**src/rtl/chan_regs_pkg.sv**
```systemverilog
package chan_regs_pkg;
  localparam int WIN_LOG2 = 14;
  localparam int WORD_W   = WIN_LOG2 - 2;

  typedef enum logic [1:0] {SZ_BYTE = 2'd0, SZ_HALF = 2'd1, SZ_WORD = 2'd2} wr_size_e;

  localparam logic [WORD_W-1:0] W_BASE_LO = 12'h1C4;
  localparam logic [WORD_W-1:0] W_BASE_HI = 12'h1C5;
  localparam logic [WORD_W-1:0] W_SPACING = 12'h1C6;
  localparam logic [WORD_W-1:0] W_THR0    = 12'h200;
  localparam logic [WORD_W-1:0] W_CTRL    = 12'h240;
  localparam logic [WORD_W-1:0] W_CMD     = 12'h280;

  localparam logic [31:0] RUN_CMD = 32'h0000_0107;

  typedef struct packed {
    logic              hit;
    logic [WORD_W-1:0] word;
    logic [3:0]        be;
    logic [31:0]       data;
  } wr_req_t;

  function automatic logic [31:0] merge32(logic [31:0] old, logic [31:0] d, logic [3:0] be);
    logic [31:0] r;
    for (int b = 0; b < 4; b++) r[8*b +: 8] = be[b] ? d[8*b +: 8] : old[8*b +: 8];
    return r;
  endfunction

  function automatic logic [15:0] merge16(logic [15:0] old, logic [15:0] d, logic [1:0] be);
    logic [15:0] r;
    for (int b = 0; b < 2; b++) r[8*b +: 8] = be[b] ? d[8*b +: 8] : old[8*b +: 8];
    return r;
  endfunction
endpackage

```
**src/rtl/chan_addr_dec.sv**
```systemverilog
module chan_addr_dec
  import chan_regs_pkg::*;
#(
  parameter int N_CHAN  = 4,
  parameter int CHAN_ID = 1,
  localparam int SEL_W  = (N_CHAN > 1) ? $clog2(N_CHAN) : 1,
  localparam int ADDR_W = SEL_W + WIN_LOG2
) (
  input  logic              clk_i,
  input  logic              rst_ni,
  input  logic              wr_en_i,
  input  logic [ADDR_W-1:0] wr_addr_i,
  input  logic [1:0]        wr_size_i,
  input  logic [31:0]       wr_data_i,
  input  logic [ADDR_W-1:0] rd_addr_i,
  output wr_req_t           req_o,
  output logic              rd_hit_o,
  output logic [WORD_W-1:0] rd_word_o
);
  localparam logic [SEL_W-1:0] MY_SEL = SEL_W'(CHAN_ID);

  logic       wr_in_win;
  logic [3:0] be;

  assign wr_in_win = (wr_addr_i[ADDR_W-1:WIN_LOG2] == MY_SEL);

  always_comb begin
    be = 4'b0000;
    case (wr_size_e'(wr_size_i))
      SZ_BYTE: be = 4'b0001 << wr_addr_i[1:0];
      SZ_HALF: be = wr_addr_i[0] ? 4'b0000 : (4'b0011 << wr_addr_i[1:0]);
      SZ_WORD: be = (wr_addr_i[1:0] != 2'b00) ? 4'b0000 : 4'b1111;
      default: be = 4'b0000;
    endcase
  end

  assign req_o.hit  = wr_en_i && wr_in_win && (be != 4'b0000);
  assign req_o.word = wr_addr_i[WIN_LOG2-1:2];
  assign req_o.be   = be;
  assign req_o.data = wr_data_i;

  assign rd_hit_o  = (rd_addr_i[ADDR_W-1:WIN_LOG2] == MY_SEL) && (rd_addr_i[1:0] == 2'b00);
  assign rd_word_o = rd_addr_i[WIN_LOG2-1:2];


  be_shape_chk: assert property (@(posedge clk_i) disable iff (!rst_ni)
    req_o.hit |-> ($countones(req_o.be) == 1 || req_o.be == 4'b0011 ||
                   req_o.be == 4'b1100 || req_o.be == 4'b1111));
endmodule

```
**src/rtl/chan_cfg_regs.sv**
```systemverilog
module chan_cfg_regs
  import chan_regs_pkg::*;
#(
  parameter int N_THR = 4,
  parameter int THR_W = 16,
  parameter logic [N_THR*THR_W-1:0] THR_RST = {16'd8, 16'd10, 16'd32, 16'd32},
  parameter logic [7:0] SPACING_RST = 8'd6
) (
  input  logic                   clk_i,
  input  logic                   rst_ni,
  input  wr_req_t                req_i,
  input  logic [WORD_W-1:0]      rd_word_i,
  output logic [31:0]            rd_data_o,
  output logic [63:0]            base_o,
  output logic [7:0]             spacing_o,
  output logic [N_THR*THR_W-1:0] thr_o
);
  logic [63:0] base_q;
  logic [7:0]  spacing_q;

  always_ff @(posedge clk_i or negedge rst_ni) begin
    if (!rst_ni) begin
      base_q    <= '0;
      spacing_q <= SPACING_RST;
    end else if (req_i.hit) begin
      if (req_i.word == W_BASE_LO) base_q[31:0]  <= merge32(base_q[31:0], req_i.data, req_i.be);
      if (req_i.word == W_BASE_HI) base_q[63:32] <= merge32(base_q[63:32], req_i.data, req_i.be);
      if (req_i.word == W_SPACING && req_i.be[0]) spacing_q <= req_i.data[7:0];
    end
  end

  for (genvar i = 0; i < N_THR; i++) begin : g_thr
    localparam logic [WORD_W-1:0] MY_WORD = W_THR0 + WORD_W'(i);
    logic [THR_W-1:0] thr_q;
    always_ff @(posedge clk_i or negedge rst_ni) begin
      if (!rst_ni) thr_q <= THR_RST[i*THR_W +: THR_W];
      else if (req_i.hit && req_i.word == MY_WORD)
        thr_q <= THR_W'(merge16(16'(thr_q), req_i.data[15:0], req_i.be[1:0]));
    end
    assign thr_o[i*THR_W +: THR_W] = thr_q;
  end

  always_comb begin
    rd_data_o = '0;
    if (rd_word_i == W_BASE_LO) rd_data_o = base_q[31:0];
    if (rd_word_i == W_BASE_HI) rd_data_o = base_q[63:32];
    if (rd_word_i == W_SPACING) rd_data_o = {24'b0, spacing_q};
    for (int i = 0; i < N_THR; i++)
      if (rd_word_i == W_THR0 + WORD_W'(i)) rd_data_o = 32'(thr_o[i*THR_W +: THR_W]);
  end

  assign base_o    = base_q;
  assign spacing_o = spacing_q;


  base_lo_hold_chk: assert property (@(posedge clk_i) disable iff (!rst_ni)
    !(req_i.hit && req_i.word == W_BASE_LO) |=> $stable(base_q[31:0]));

  base_hi_hold_chk: assert property (@(posedge clk_i) disable iff (!rst_ni)
    !(req_i.hit && req_i.word == W_BASE_HI) |=> $stable(base_q[63:32]));

  spacing_hold_chk: assert property (@(posedge clk_i) disable iff (!rst_ni)
    !(req_i.hit && req_i.word == W_SPACING) |=> $stable(spacing_q));
endmodule

```
**src/rtl/chan_mode_ctl.sv**
```systemverilog
module chan_mode_ctl
  import chan_regs_pkg::*;
(
  input  logic        clk_i,
  input  logic        rst_ni,
  input  wr_req_t     req_i,
  input  logic        pkt_done_i,
  output logic        reg_mode_o,
  output logic        busy_err_o,
  output logic        pkt_start_o,
  output logic        err_clr_o,
  output logic        phy_rst_o,
  output logic        chan_rst_o,
  output logic [31:0] ctrl_rd_o
);
  logic ctrl_wr, run_cmd, set_reg, clr_err, phy_req, chan_req, done_eff;
  logic reg_mode_q, busy_q, start_q, clr_q, phy_q, chan_q;

  assign ctrl_wr  = req_i.hit && (req_i.word == W_CTRL);
  assign run_cmd  = req_i.hit && (req_i.word == W_CMD) && (req_i.be == 4'hF) && (req_i.data == RUN_CMD);
  assign set_reg  = ctrl_wr && req_i.be[0] && req_i.data[1];
  assign clr_err  = ctrl_wr && req_i.be[0] && req_i.data[2];
  assign phy_req  = ctrl_wr && req_i.be[1] && req_i.data[9];
  assign chan_req = ctrl_wr && req_i.be[1] && req_i.data[12];
  assign done_eff = pkt_done_i && !reg_mode_q;

  always_ff @(posedge clk_i or negedge rst_ni) begin
    if (!rst_ni) begin
      reg_mode_q <= 1'b1;
      busy_q     <= 1'b0;
      start_q    <= 1'b0;
      clr_q      <= 1'b0;
      phy_q      <= 1'b0;
      chan_q     <= 1'b0;
    end else begin
      if (chan_req || set_reg || done_eff) reg_mode_q <= 1'b1;
      else if (run_cmd && reg_mode_q)      reg_mode_q <= 1'b0;
      if (chan_req || clr_err)             busy_q <= 1'b0;
      else if (run_cmd && !reg_mode_q)     busy_q <= 1'b1;
      start_q <= run_cmd && reg_mode_q;
      clr_q   <= clr_err;
      phy_q   <= phy_req;
      chan_q  <= chan_req;
    end
  end

  assign reg_mode_o  = reg_mode_q;
  assign busy_err_o  = busy_q;
  assign pkt_start_o = start_q;
  assign err_clr_o   = clr_q;
  assign phy_rst_o   = phy_q;
  assign chan_rst_o  = chan_q;
  assign ctrl_rd_o   = {24'b0, busy_q, 5'b0, reg_mode_q, 1'b0};


  start_from_reg_chk: assert property (@(posedge clk_i) disable iff (!rst_ni)
    pkt_start_o |-> ($past(reg_mode_q) && !reg_mode_q));

  busy_rise_chk: assert property (@(posedge clk_i) disable iff (!rst_ni)
    $rose(busy_q) |-> (!$past(reg_mode_q) && !pkt_start_o));

  done_return_chk: assert property (@(posedge clk_i) disable iff (!rst_ni)
    pkt_done_i |=> reg_mode_q);

  clr_effect_chk: assert property (@(posedge clk_i) disable iff (!rst_ni)
    err_clr_o |-> !busy_q);

  chan_rst_effect_chk: assert property (@(posedge clk_i) disable iff (!rst_ni)
    chan_rst_o |-> (reg_mode_q && !busy_q));
endmodule

```
**src/rtl/chan_ctrl_regs.sv**
```systemverilog
module chan_ctrl_regs
  import chan_regs_pkg::*;
#(
  parameter int N_CHAN  = 4,
  parameter int CHAN_ID = 1,
  parameter int N_THR   = 4,
  parameter int THR_W   = 16,
  localparam int SEL_W  = (N_CHAN > 1) ? $clog2(N_CHAN) : 1,
  localparam int ADDR_W = SEL_W + WIN_LOG2
) (
  input  logic                   clk_i,
  input  logic                   rst_ni,
  input  logic                   wr_en_i,
  input  logic [ADDR_W-1:0]      wr_addr_i,
  input  logic [1:0]             wr_size_i,
  input  logic [31:0]            wr_data_i,
  input  logic [ADDR_W-1:0]      rd_addr_i,
  output logic [31:0]            rd_data_o,
  input  logic                   pkt_done_i,
  output logic                   reg_mode_o,
  output logic                   busy_err_o,
  output logic                   pkt_start_o,
  output logic [63:0]            pkt_base_o,
  output logic [7:0]             spacing_o,
  output logic [N_THR*THR_W-1:0] thr_o,
  output logic                   err_clr_o,
  output logic                   phy_rst_o,
  output logic                   chan_rst_o
);
  wr_req_t           req;
  logic              rd_hit;
  logic [WORD_W-1:0] rd_word;
  logic [31:0]       cfg_rd, ctrl_rd;

  chan_addr_dec #(.N_CHAN(N_CHAN), .CHAN_ID(CHAN_ID)) i_dec (
    .clk_i, .rst_ni, .wr_en_i, .wr_addr_i, .wr_size_i, .wr_data_i, .rd_addr_i,
    .req_o(req), .rd_hit_o(rd_hit), .rd_word_o(rd_word)
  );

  chan_cfg_regs #(.N_THR(N_THR), .THR_W(THR_W)) i_cfg (
    .clk_i, .rst_ni, .req_i(req), .rd_word_i(rd_word), .rd_data_o(cfg_rd),
    .base_o(pkt_base_o), .spacing_o, .thr_o
  );

  chan_mode_ctl i_mode (
    .clk_i, .rst_ni, .req_i(req), .pkt_done_i, .reg_mode_o, .busy_err_o,
    .pkt_start_o, .err_clr_o, .phy_rst_o, .chan_rst_o, .ctrl_rd_o(ctrl_rd)
  );

  assign rd_data_o = !rd_hit ? 32'b0 : (rd_word == W_CTRL) ? ctrl_rd : cfg_rd;


  foreign_write_chk: assert property (@(posedge clk_i) disable iff (!rst_ni)
    (wr_addr_i[ADDR_W-1:WIN_LOG2] != SEL_W'(CHAN_ID)) |=> (!pkt_start_o && !err_clr_o && !chan_rst_o && !phy_rst_o));
endmodule

```
**config.mk**
```make
export PLATFORM = sky130hd
export DESIGN_NAME = chan_ctrl_regs
export DESIGN_NICKNAME = d
export VERILOG_FILES = /design/src/rtl/chan_regs_pkg.sv /design/src/rtl/chan_addr_dec.sv /design/src/rtl/chan_cfg_regs.sv /design/src/rtl/chan_mode_ctl.sv /design/src/rtl/chan_ctrl_regs.sv
export SDC_FILE = /design/constraint.sdc
export NUM_CORES = 1
export LEC_CHECK = 0
export ABC_AREA = 1
export BUFFER_PORTS_ARGS = -buffer_cell sky130_fd_sc_hd__buf_2
export CORE_AREA = 8 8 130 132
export DETAILED_ROUTE_END_ITERATION = 8
export DIE_AREA = 0 0 138 140
export PLACE_DENSITY_LB_ADDON = 0.15
export SLEW_MARGIN = 20
export SYNTH_ARGS = -nofsm -noshare
export SYNTH_HDL_FRONTEND = slang
export SYNTH_SLANG_ARGS = --single-unit
```
**constraint.sdc**
```tcl
create_clock -name clk_i -period 2.2 [get_ports clk_i]
set_input_delay 0.33 -clock clk_i [delete_from_list [all_inputs] [get_ports clk_i]]
set_output_delay 0.33 -clock clk_i [all_outputs]
set_load 0.05 [all_outputs]
```
==> metrics.txt <==
run status finished with violations; failing checks negative setup slack; drt first pass iters 5; CTS tree done; area of the multi-input gates 3420 um2; YS warnings 0; Syn Nets slightly above 1k; Commonest cells post-synth 226 x nand2_1, 149 x o21ai_0, 134 x dfrtp_1, 124 x inv_1, 72 x nand3_1; prevailing post-synth register cell dfrtp_1; share of cells above drive strength 1 0.368; worst vdd ir approximately 0.54 mV; die span in x between 100 and 150 um; leakage power between 0.005 and 0.006 uW; internal power roughly 4600 uW; RSZ-0062 raised after global routing true; Slew Viols, Final 0; Crit-path slowest cell nor2_4; gr ovfl total 0; Sink Count roughly 140; fmax ~0.45 GHz; switching share of power 0.229; Largest delay share family, worst path buffers and inverters; sequential area share after synthesis 0.485; Fill cells approximately 1.2k; Worst slew margin 0.681; DRC violations left 0; vias in the first global route between 7k and 8k; Max-Cap Viols 0; Global Route Usage Sum 0.246; Synth top area share 0.456; IO Count 244; delay of the slowest critical-path stage ~170 ps; Area Growth Syn to Fin 40.9%; synthesized instance count around 940; initial DRC count approximately 520; CTS Buf Count 17; post-DR vias/cell approximately 5.3; FF+latch area between 3000 and 4000 um2; Initial Utilization 0.494; Async SR Flop Fraction 1.00; final cell utilization of the core 0.697; Clk Latency, worst-skew pair 420 ps; critical path arrival around 1900 ps; nets between 1k and 1.5k; crit start category input port; hold_ws 132 ps; clock network power share 0.506; HP Class input port to flip-flop; final hold violation count 0; vias 7530; top-count cell post-synth nand2_1; largest fanout on the critical path 8; worst slew pin tran 477 ps; top cells by area, synth dfrtp_1 46%, nand2_1 12%, o21ai_0 10%; cell row count 45; Worst Slack Setup Final -34.8 ps; clock buffer depth 2; die area between 15000 and 20000 um2; first-pass GRT wire length around 38000 um; CP bufs+invs 6; GPL Wtd Cong between 0.9 and 1; crit-path cells buf_6, buf_6, nor2_4, nand3_2, nor2_4, buf_12, clkbuf_16, nand3_1, nand2_1, inv_1, nand2_1, nand2_2, a21oi_2, buf_6; hpwl dp approximately 19000 um; Most common cell on crit path buf_6; final WL ~26000 um; Root Driver clkbuf_16; WL/cell 18.1 um; largest area contributor in the netlist dfrtp_1; Yosys reg bits ~140; sw power about 1400 uW; Detail Route Antenna Nets 0; final setup violation count 5; die height between 100 and 150 um; htree depth 4; pwr dens 579 nW/um2; mapped cell area between 7000 and 8000 um2; final period utilization 1.02; sequential power share 0.436; Unique masters post-synth 35; Buffers on Ports 243; type of the worst setup path input port to output port; logic gate share of total power 0.058; Worst Skew approximately 0.14 ps; worst endpoint required time around 1900 ps; Worst-path clk slew 60 ps; largest net degree at the start of global routing 58; CORE AREA 14900 um2; EDFF count, synth 0; post-layout min period 2230 ps; syn_area_per_cell about 7.8 um2; CP Capture Type output port; # diodes 0; initial antenna violation count 1
## worst register-to-register path, cell delays in order, from the launching register on
cell	delay, ps
dfstp_2	590
inv_1	50
a21oi_1	130
nor2_1	60
## cells by family after synthesis
family / synth area share
and+or+nand+nor: 0.257
AOI/OAI and AO/OA: 0.159
buffers and inverters: 0.0991
DFF: 0.485
## stage by stage
stage | total power, uW | TNS (ps) | area, um2 | setup slack (ps) | std cells
4_1_cts | 5980 | 0 | 9740 | 2.47 | 1404
3_3_place_gp | 2970 | -665 | 9090 | -74.1 | 1371
6_report | 5990 | -91.6 | 10400 | -34.8 | 1414
5_1_grt | 6160 | -1280 | 10400 | -139 | 1414
2_1_floorplan | 2770 | -17.8 | 7440 | -1.78 | 941
3_5_place_dp | 2980 | -1290 | 9090 | -107 | 1371
## cells in the final DEF, fill, tap and decap left out, types with 15 or more instances in the layout
cell type and n:
clkbuf_16 21, nand4_1 17, nand3_2 27, dfrtp_1 134, nor2_2 24, buf_4 39
buf_2 209, nand3_1 52, buf_6 25, a32oi_1 16, a21oi_2 15, o21ai_0 141
o21ai_1 39, nand2_1 206, inv_1 121, nand2_2 18, nor2_1 25
## state kept, by name, summed over array words and instances (netlist names)
signal              flops
i_mode.phy_rst_o        1
i_cfg.spacing_o         8
i_mode.err_clr_o        1
i_mode.busy_err_o       1
i_cfg.base_o           64
i_mode.reg_mode_o       1
i_mode.pkt_start_o      1
i_mode.chan_rst_o       1
i_cfg.g_thr.thr_q      64
## power groups by stage
| stage | logic (uW) | registers (uW) | clock network (uW) |
|---|---|---|---|
| floorplan | 111 | 2660 | 0 |
| global placement | 313 | 2660 | 0 |
| detailed placement | 315 | 2660 | 0 |
| CTS | 319 | 2610 | 3050 |
| global route | 384 | 2610 | 3170 |
| finish | 348 | 2610 | 3030 |
## layout make-up
type | instances | area share
timing repair buffer | 292 | 0.194
sequential | 142 | 0.344
clock buffer | 18 | 0.0414
clock inverter | 14 | 0.0184
multi-input combinational | 628 | 0.330
inverter | 132 | 0.0491
tap | 188 | 0.0227
## timing repair
| action | CTS | global route |
|---|---|---|
| resized for setup | 6 | 160 |
| hold endpoints to repair | 30 | 0 |
| setup buffers | 0 | 7 |
| cloned | 0 | 4 |
| pin swaps | 0 | 49 |
| endpoints found under the setup margin | 32 | 32 |
| hold buffers | 1 | 0 |
## path summary, 6_finish.rpt
kind,start,to,slack (ps),depth (start not counted)
setup / recovery,rd_addr_i[2],rd_data_o[5],-30,14
min in group asynchronous,rst_ni,i_cfg.g_thr[3].thr_q[8]$_DFFE_PN0P_,360,2
hold / removal,wr_data_i[13],i_cfg.base_o[13]$_DFFE_PN0P_,130,3
hold reg to reg,i_cfg.g_thr[3].thr_q[9]$_DFFE_PN0P_,i_cfg.g_thr[3].thr_q[9]$_DFFE_PN0P_,500,2
setup reg to reg,i_mode.reg_mode_o$_DFFE_PN1P_,i_mode.busy_err_o$_DFFE_PN0P_,1260,3
max in group asynchronous,rst_ni,i_cfg.spacing_o[1]$_DFFE_PN1P_,1170,3
## per-layer routing
layer / GRT usage / routed length (um) / up-vias
met1: 0.324 / 10800 / 3510
met5: 0 / 10 / -
li1: - / - / 3631
met3: 0.0899 / 2290 / 39
met2: 0.382 / 12000 / 348
met4: 0.0509 / 496 / 2
Power figures use the tool's default switching activity.
